File: config.mk
export PLATFORM = sky130hd
export DESIGN_NAME = line_burst_writer
export DESIGN_NICKNAME = d
export VERILOG_FILES = /design/src/rtl/lbw_pkg.sv /design/src/rtl/lbw_wrap_ctr.sv /design/src/rtl/lbw_cmd_pins.sv /design/src/rtl/lbw_seq.sv /design/src/rtl/line_burst_writer.sv
export SDC_FILE = /design/constraint.sdc
export NUM_CORES = 1
export LEC_CHECK = 0
export ABC_AREA = 1
export BUFFER_PORTS_ARGS = -buffer_cell sky130_fd_sc_hd__buf_2
export CORE_UTILIZATION = 63
export CTS_CLUSTER_DIAMETER = 100
export DETAILED_ROUTE_END_ITERATION = 12
export GPL_TIMING_DRIVEN = 1
export PLACE_DENSITY = 0.95
export RECOVER_POWER = 25
export SYNTH_ARGS = -nofsm -noshare
export SYNTH_HDL_FRONTEND = slang
export SYNTH_SLANG_ARGS = --single-unit
File: constraint.sdc
create_clock -name clk -period 4.2 [get_ports clk]
set_input_delay 0.84 -clock clk [delete_from_list [all_inputs] [get_ports clk]]
set_output_delay 0.84 -clock clk [all_outputs]
set_load 0.01 [all_outputs]
File: src/rtl/lbw_pkg.sv
package lbw_pkg;
    typedef enum logic [2:0] {
        CMD_INH, CMD_NOP, CMD_ACT, CMD_WR, CMD_BST, CMD_PRE, CMD_REF, CMD_MRS
    } lbw_cmd_e;

    typedef enum logic [3:0] {
        S_OFF, S_IPRE, S_IREF, S_IMRS, S_IDLE, S_ACT, S_WR, S_BST, S_PRE, S_REF
    } lbw_state_e;
endpackage

File: src/rtl/lbw_wrap_ctr.sv
module lbw_wrap_ctr #(
    parameter int W = 12
) (
    input  logic         clk,
    input  logic         rst_n,
    input  logic         inc_i,
    output logic [W-1:0] val_o
);
    logic [W-1:0] val_d, val_q;

    always_comb begin
        val_d = val_q;
        if (inc_i) val_d = val_q + 1'b1;
    end

    always_ff @(posedge clk or negedge rst_n) begin
        if (!rst_n) val_q <= '0;
        else        val_q <= val_d;
    end

    assign val_o = val_q;


    wrap_step_chk: assert property (@(posedge clk) disable iff (!rst_n)
        inc_i |=> (val_q == $past(val_q) + 1'b1));
endmodule

File: src/rtl/lbw_cmd_pins.sv
module lbw_cmd_pins
    import lbw_pkg::*;
(
    input  lbw_cmd_e cmd_i,
    output logic     cs_n,
    output logic     ras_n,
    output logic     cas_n,
    output logic     we_n
);
    always_comb begin
        case (cmd_i)
            CMD_NOP: {cs_n, ras_n, cas_n, we_n} = 4'b0111;
            CMD_ACT: {cs_n, ras_n, cas_n, we_n} = 4'b0011;
            CMD_WR:  {cs_n, ras_n, cas_n, we_n} = 4'b0100;
            CMD_BST: {cs_n, ras_n, cas_n, we_n} = 4'b0110;
            CMD_PRE: {cs_n, ras_n, cas_n, we_n} = 4'b0010;
            CMD_REF: {cs_n, ras_n, cas_n, we_n} = 4'b0001;
            CMD_MRS: {cs_n, ras_n, cas_n, we_n} = 4'b0000;
            default: {cs_n, ras_n, cas_n, we_n} = 4'b1111;
        endcase
    end
endmodule

File: src/rtl/lbw_seq.sv
module lbw_seq
    import lbw_pkg::*;
#(
    parameter int DATA_W      = 16,
    parameter int ROW_W       = 12,
    parameter int LINE_PIX    = 1024,
    parameter int TRCD        = 2,
    parameter int TRP         = 2,
    parameter int TRFC        = 8,
    parameter int TMRD        = 2,
    parameter int REF_PER_GAP = 20,
    parameter int INIT_REFS   = 2,
    parameter int CNT_W       = 11,
    parameter int RN_W        = 5
) (
    input  logic              clk,
    input  logic              rst_n,
    input  logic              start_i,
    input  logic              sync_i,
    input  logic [DATA_W-1:0] pix_i,
    input  logic [ROW_W-1:0]  line_row_i,
    input  logic [ROW_W-1:0]  ref_row_i,
    output lbw_cmd_e          cmd_o,
    output logic [ROW_W-1:0]  addr_o,
    output logic [DATA_W-1:0] dq_o,
    output logic              line_done_o,
    output logic              idle_o,
    output logic              line_inc_o,
    output logic              ref_inc_o
);
    localparam logic [ROW_W-1:0] PRE_ALL   = ROW_W'(1) << 10;
    localparam logic [ROW_W-1:0] MODE_WORD = ROW_W'(12'h027);

    typedef struct packed {
        lbw_state_e        state;
        logic [CNT_W-1:0]  cnt;
        logic [RN_W-1:0]   refn;
        lbw_cmd_e          cmd;
        logic [ROW_W-1:0]  addr;
        logic [DATA_W-1:0] dq;
        logic              done;
    } regs_t;

    regs_t r_d, r_q;
    logic  line_inc_d, ref_inc_d;
    logic  wait_busy;

    assign wait_busy = (r_q.cnt != '0);

    always_comb begin
        r_d        = r_q;
        r_d.cmd    = CMD_NOP;
        r_d.addr   = '0;
        r_d.dq     = '0;
        r_d.done   = 1'b0;
        line_inc_d = 1'b0;
        ref_inc_d  = 1'b0;
        if (wait_busy) r_d.cnt = r_q.cnt - 1'b1;
        case (r_q.state)
            S_OFF: begin
                r_d.cmd = CMD_INH;
                if (start_i) begin
                    r_d.state = S_IPRE;
                    r_d.cmd   = CMD_PRE;
                    r_d.addr  = PRE_ALL;
                    r_d.cnt   = CNT_W'(TRP - 1);
                end
            end
            S_IPRE: if (!wait_busy) begin
                r_d.state = S_IREF;
                r_d.cmd   = CMD_REF;
                r_d.cnt   = CNT_W'(TRFC - 1);
                r_d.refn  = RN_W'(1);
            end
            S_IREF: if (!wait_busy) begin
                if (r_q.refn == RN_W'(INIT_REFS)) begin
                    r_d.state = S_IMRS;
                    r_d.cmd   = CMD_MRS;
                    r_d.addr  = MODE_WORD;
                    r_d.cnt   = CNT_W'(TMRD - 1);
                end else begin
                    r_d.cmd   = CMD_REF;
                    r_d.cnt   = CNT_W'(TRFC - 1);
                    r_d.refn  = r_q.refn + 1'b1;
                end
            end
            S_IMRS: if (!wait_busy) r_d.state = S_IDLE;
            S_IDLE: if (sync_i) begin
                r_d.state = S_ACT;
                r_d.cmd   = CMD_ACT;
                r_d.addr  = line_row_i;
                r_d.cnt   = CNT_W'(TRCD - 1);
            end
            S_ACT: if (!wait_busy) begin
                r_d.state = S_WR;
                r_d.cmd   = CMD_WR;
                r_d.dq    = pix_i;
                r_d.cnt   = CNT_W'(LINE_PIX - 1);
            end
            S_WR: begin
                if (wait_busy) begin
                    r_d.dq = pix_i;
                end else begin
                    r_d.state = S_BST;
                    r_d.cmd   = CMD_BST;
                end
            end
            S_BST: begin
                r_d.state = S_PRE;
                r_d.cmd   = CMD_PRE;
                r_d.addr  = PRE_ALL;
                r_d.cnt   = CNT_W'(TRP - 1);
            end
            S_PRE: if (!wait_busy) begin
                r_d.state  = S_REF;
                r_d.cmd    = CMD_REF;
                r_d.addr   = ref_row_i;
                r_d.cnt    = CNT_W'(TRFC - 1);
                r_d.refn   = RN_W'(1);
                r_d.done   = 1'b1;
                line_inc_d = 1'b1;
                ref_inc_d  = 1'b1;
            end
            S_REF: if (!wait_busy) begin
                if (r_q.refn == RN_W'(REF_PER_GAP)) begin
                    r_d.state = S_IDLE;
                end else begin
                    r_d.cmd   = CMD_REF;
                    r_d.addr  = ref_row_i;
                    r_d.cnt   = CNT_W'(TRFC - 1);
                    r_d.refn  = r_q.refn + 1'b1;
                    ref_inc_d = 1'b1;
                end
            end
            default: r_d.state = S_OFF;
        endcase
    end

    always_ff @(posedge clk or negedge rst_n) begin
        if (!rst_n) begin
            r_q       <= '0;
            r_q.state <= S_OFF;
            r_q.cmd   <= CMD_INH;
        end else begin
            r_q <= r_d;
        end
    end

    assign cmd_o       = r_q.cmd;
    assign addr_o      = r_q.addr;
    assign dq_o        = r_q.dq;
    assign line_done_o = r_q.done;
    assign idle_o      = (r_q.state == S_IDLE);
    assign line_inc_o  = line_inc_d;
    assign ref_inc_o   = ref_inc_d;


    off_inhibit_chk: assert property (@(posedge clk) disable iff (!rst_n)
        (r_q.state == S_OFF) |-> (r_q.cmd == CMD_INH));

    sync_opens_row_chk: assert property (@(posedge clk) disable iff (!rst_n)
        (r_q.state == S_IDLE && sync_i) |=> (r_q.cmd == CMD_ACT));

    act_from_idle_chk: assert property (@(posedge clk) disable iff (!rst_n)
        (r_q.cmd == CMD_ACT) |-> ($past(r_q.state) == S_IDLE));

    bst_then_pre_chk: assert property (@(posedge clk) disable iff (!rst_n)
        (r_q.cmd == CMD_BST) |=> (r_q.cmd == CMD_PRE));

    done_with_ref_chk: assert property (@(posedge clk) disable iff (!rst_n)
        r_q.done |-> (r_q.cmd == CMD_REF && $past(r_q.state) == S_PRE));

    data_in_burst_chk: assert property (@(posedge clk) disable iff (!rst_n)
        (r_q.dq != '0) |-> (r_q.state == S_WR));

    idle_quiet_chk: assert property (@(posedge clk) disable iff (!rst_n)
        (r_q.state == S_IDLE) |-> (r_q.cmd == CMD_NOP));
endmodule

File: src/rtl/line_burst_writer.sv
module line_burst_writer
    import lbw_pkg::*;
#(
    parameter int DATA_W      = 16,
    parameter int ROW_W       = 12,
    parameter int LINE_PIX    = 1024,
    parameter int TRCD        = 2,
    parameter int TRP         = 2,
    parameter int TRFC        = 8,
    parameter int TMRD        = 2,
    parameter int REF_PER_GAP = 20,
    parameter int INIT_REFS   = 2
) (
    input  logic              clk,
    input  logic              rst_n,
    input  logic              start_i,
    input  logic              line_sync_i,
    input  logic [DATA_W-1:0] pix_i,
    output logic              sd_cs_n,
    output logic              sd_ras_n,
    output logic              sd_cas_n,
    output logic              sd_we_n,
    output logic [ROW_W-1:0]  sd_addr,
    output logic [DATA_W-1:0] sd_dq,
    output logic              line_done_o,
    output logic              idle_o
);
    localparam int CNT_W = $clog2(LINE_PIX + TRFC + TRP + TRCD + TMRD + 1);
    localparam int RN_W  = $clog2(REF_PER_GAP + INIT_REFS + 1);

    lbw_cmd_e         cmd;
    logic             line_inc, ref_inc;
    logic [ROW_W-1:0] line_row, ref_row;

    lbw_wrap_ctr #(.W(ROW_W)) line_ctr_i (
        .clk(clk), .rst_n(rst_n), .inc_i(line_inc), .val_o(line_row));

    lbw_wrap_ctr #(.W(ROW_W)) ref_ctr_i (
        .clk(clk), .rst_n(rst_n), .inc_i(ref_inc), .val_o(ref_row));

    lbw_seq #(
        .DATA_W(DATA_W), .ROW_W(ROW_W), .LINE_PIX(LINE_PIX), .TRCD(TRCD),
        .TRP(TRP), .TRFC(TRFC), .TMRD(TMRD), .REF_PER_GAP(REF_PER_GAP),
        .INIT_REFS(INIT_REFS), .CNT_W(CNT_W), .RN_W(RN_W)
    ) seq_i (
        .clk(clk), .rst_n(rst_n), .start_i(start_i), .sync_i(line_sync_i),
        .pix_i(pix_i), .line_row_i(line_row), .ref_row_i(ref_row),
        .cmd_o(cmd), .addr_o(sd_addr), .dq_o(sd_dq),
        .line_done_o(line_done_o), .idle_o(idle_o),
        .line_inc_o(line_inc), .ref_inc_o(ref_inc));

    lbw_cmd_pins pins_i (
        .cmd_i(cmd), .cs_n(sd_cs_n), .ras_n(sd_ras_n),
        .cas_n(sd_cas_n), .we_n(sd_we_n));


    row_step_chk: assert property (@(posedge clk) disable iff (!rst_n)
        line_done_o |-> (line_row == $past(line_row) + 1'b1));
endmodule

==> reports/results.ini <==
[place]
place_congestion = 0.9491
place_area_mm2 = 0.004634
hpwlAfterDp_um = 7445
port_buffers = 53
preCtsSetupSlack_ps = 2025
dp_cells = 682

[sta]
grt_setup_unrepaired = no
timing.hold.ws_ps = 515.5
worstMarginPinSlew_ps = 1868
max-slew-margin-rel = -0.2450
hold_violations = 0
fin_crit_sh = 0.5442
period_minus_slack_ps = 2286
maxSlewViolCount = 77
fmax_mhz = 437.5
setup_slack_ps = 1914
setup_viol = 0
finClkSkew_ps = 17.22
fin_tns_setup_ps = 0

[yosys]
syn_nets = 594
synth.most_common_cell = nand2_1
synth_edf_count = 0
synthCells = 566
ys_top_cells_by_count = nand2_1, dfrtp_1, inv_1
ys_top_cells_by_area = dfrtp_1, nand2_1, inv_1
async_reset_ff_frac = 1.000
syn_area_mm2 = 0.004506
synth_flop_cell = dfrtp_1
synth_top_area_frac = 0.4221
yosys_warnings = 0
avgSynthCellArea_um2 = 7.960
ys_types = 35
synth_seq_cells = 76
synth-seq-area-share = 0.4221
synth_area_leader_cell = dfrtp_1

[floorplan]
initial_utilization = 0.6559
dieHeight_um = 86.57
dieArea_mm2 = 0.007494
die_w_um = 86.57
boundaryPins = 54
core_area_mm2 = 0.006869
row_count = 30

[layout]
area_growth_pct = 6.998
fin_area_mm2 = 0.004821
final_nets = 625
stdcell_count = 698
layout-drive-gt1-share = 0.2143
num_antenna_cells = 0
final_core_utilization = 0.7018

[pwr]
intPower_uw = 967.3
ir_worst_vdd_mv = 0.1580
pwr-share-seq = 0.559
switching_share = 0.2600
switchingPower_uw = 339.8
p_clk_frac = 0.419
p_leak_nw = 2.554
power_mw = 1.307
power.density_mw_per_mm2 = 271.1
combPwrFrac = 0.021

[route]
wl_per_cell_um = 14.90
top_layer = met4
wl_met2_um = 5069
wl_met3_um = 762
postRouteAntennaNets = 0
drtPass1Iterations = 5
drc = 0
drt_iter0_markers = 402
m1WireLength_um = 4300
wirelength_um = 10400
num_vias = 3861
vias_per_cell = 5.532

[clocking]
root_buffer = clkbuf_8
cts_tree = yes
cts_buffers = 9
path_clk_slew_ps = 90
cts_hold_buffers = 0
cts.sinks = 76
worstSkewPairLatency_ps = 370
htree_levels = 3
cts_setup_buffers = 0
ctsResizeCount = 0
cts_buffer_depth = 2

[worst_setup_path]
cp_max_fo = 8
crit_cells = 4
crit_chain = inv_1, nand2_1, nor2_1, buf_2
cp.required_ps = 3360
regToRegSetupSlack_ps = 1990
crit_buf_inv = 2
r2r.worst_path.cells = 12
critPathTopFamily = flip-flops
start_kind = register
cpPeakStageDelay_ps = 490
slowest_stage = dfrtp_1
arrival_ps = 1450
cp-end-kind = output port
critPathKind = reg2out

[status]
violations = max-capacitance violations, max-slew violations
outcome = finished, violations left

[global_routing]
antenna_found_initial = 0
grt_max_degree = 77
grt_pass1_wl_um = 17150
grt_remaining_overflow = 0
grt_pass1_vias = 3679
grt_use_total = 0.2990

[flow_run]
drv_cap = 1

[worst_hold_path]
hp-class = reg2reg
worstHoldPathCells = 2

## routing by layer
metal / GRT usage / up-vias
li1: - / 1807
met1: 0.3900 / 1810
met2: 0.4892 / 208
met3: 0.04762 / 36
met4: 0.1439 / 0
met5: 0 / -
## sequential cells by signal, indices dropped and copies added, names as in the netlist
register,cells
seq_i.addr_o,12
seq_i.dq_o,16
seq_i.r_q,20
line_ctr_i.val_o,12
ref_ctr_i.val_o,12
seq_i.cmd_o,3
seq_i.line_done_o,1
## worst reg2reg max path: cells and delay by family, from the launching register on
kind	cells	cell delay, ps
simple gates	7	770
compound gates	1	160
fa+ha+maj	2	570
buf+inv	2	170
flops	1	430
## area by class of cell
type	instances	area (um^2)
multi-input cells	372	2021
repair buffers	53	265.3
inverters	85	324.1
well taps	96	120.1
fillers	498	2048
clock inverters	7	65.06
clock buffers	9	123.9
flip-flops and latches	76	1902
## path summary, 6_finish.rpt
path,from,to
max,seq_i.r_q[49],idle_o
min,line_ctr_i.val_o[9],line_ctr_i.val_o[9]
max reg2reg,seq_i.r_q[37],seq_i.r_q[37]
min reg2reg,line_ctr_i.val_o[9],line_ctr_i.val_o[9]
max in group asynchronous,rst_n,seq_i.addr_o[10]
min in group asynchronous,rst_n,seq_i.r_q[39]
## power groups by stage
stage | clock, mW | combinational (mW) | sequential, mW
floorplan | 0 | 0.00426 | 0.746
global route | 0.574 | 0.0324 | 0.731
detailed placement | 0 | 0.0287 | 0.746
global placement | 0 | 0.0274 | 0.746
finish | 0.548 | 0.0280 | 0.731
CTS | 0.552 | 0.0292 | 0.731
## cell families after synthesis
| family | after synthesis | share of synthesized area |
|---|---|---|
| DFF | 76 | 0.4221 |
| adders and majority gates | 8 | 0.02222 |
| xor gates and xnor gates | 30 | 0.05832 |
| buffers and inverters | 118 | 0.1294 |
| AOI/OAI and AO/OA | 55 | 0.07221 |
| and+or+nand+nor | 279 | 0.2957 |
## placed cells by master (no fill, tap or decap), types with 4 or more instances in the layout
master	instances
a21oi_1	14
buf_2	52
clkbuf_8	9
dfrtp_1	76
ha_1	8
inv_1	74
inv_2	8
nand2_1	129
nand2_2	9
nand2_4	4
nand3_1	31
nand3b_1	4
nand4_1	10
nor2_1	56
nor2_2	17
nor2_4	5
nor3_1	6
o21ai_0	14
o21ai_1	15
o22ai_1	4
xor2_1	27
Power figures use the tool's default switching activity.
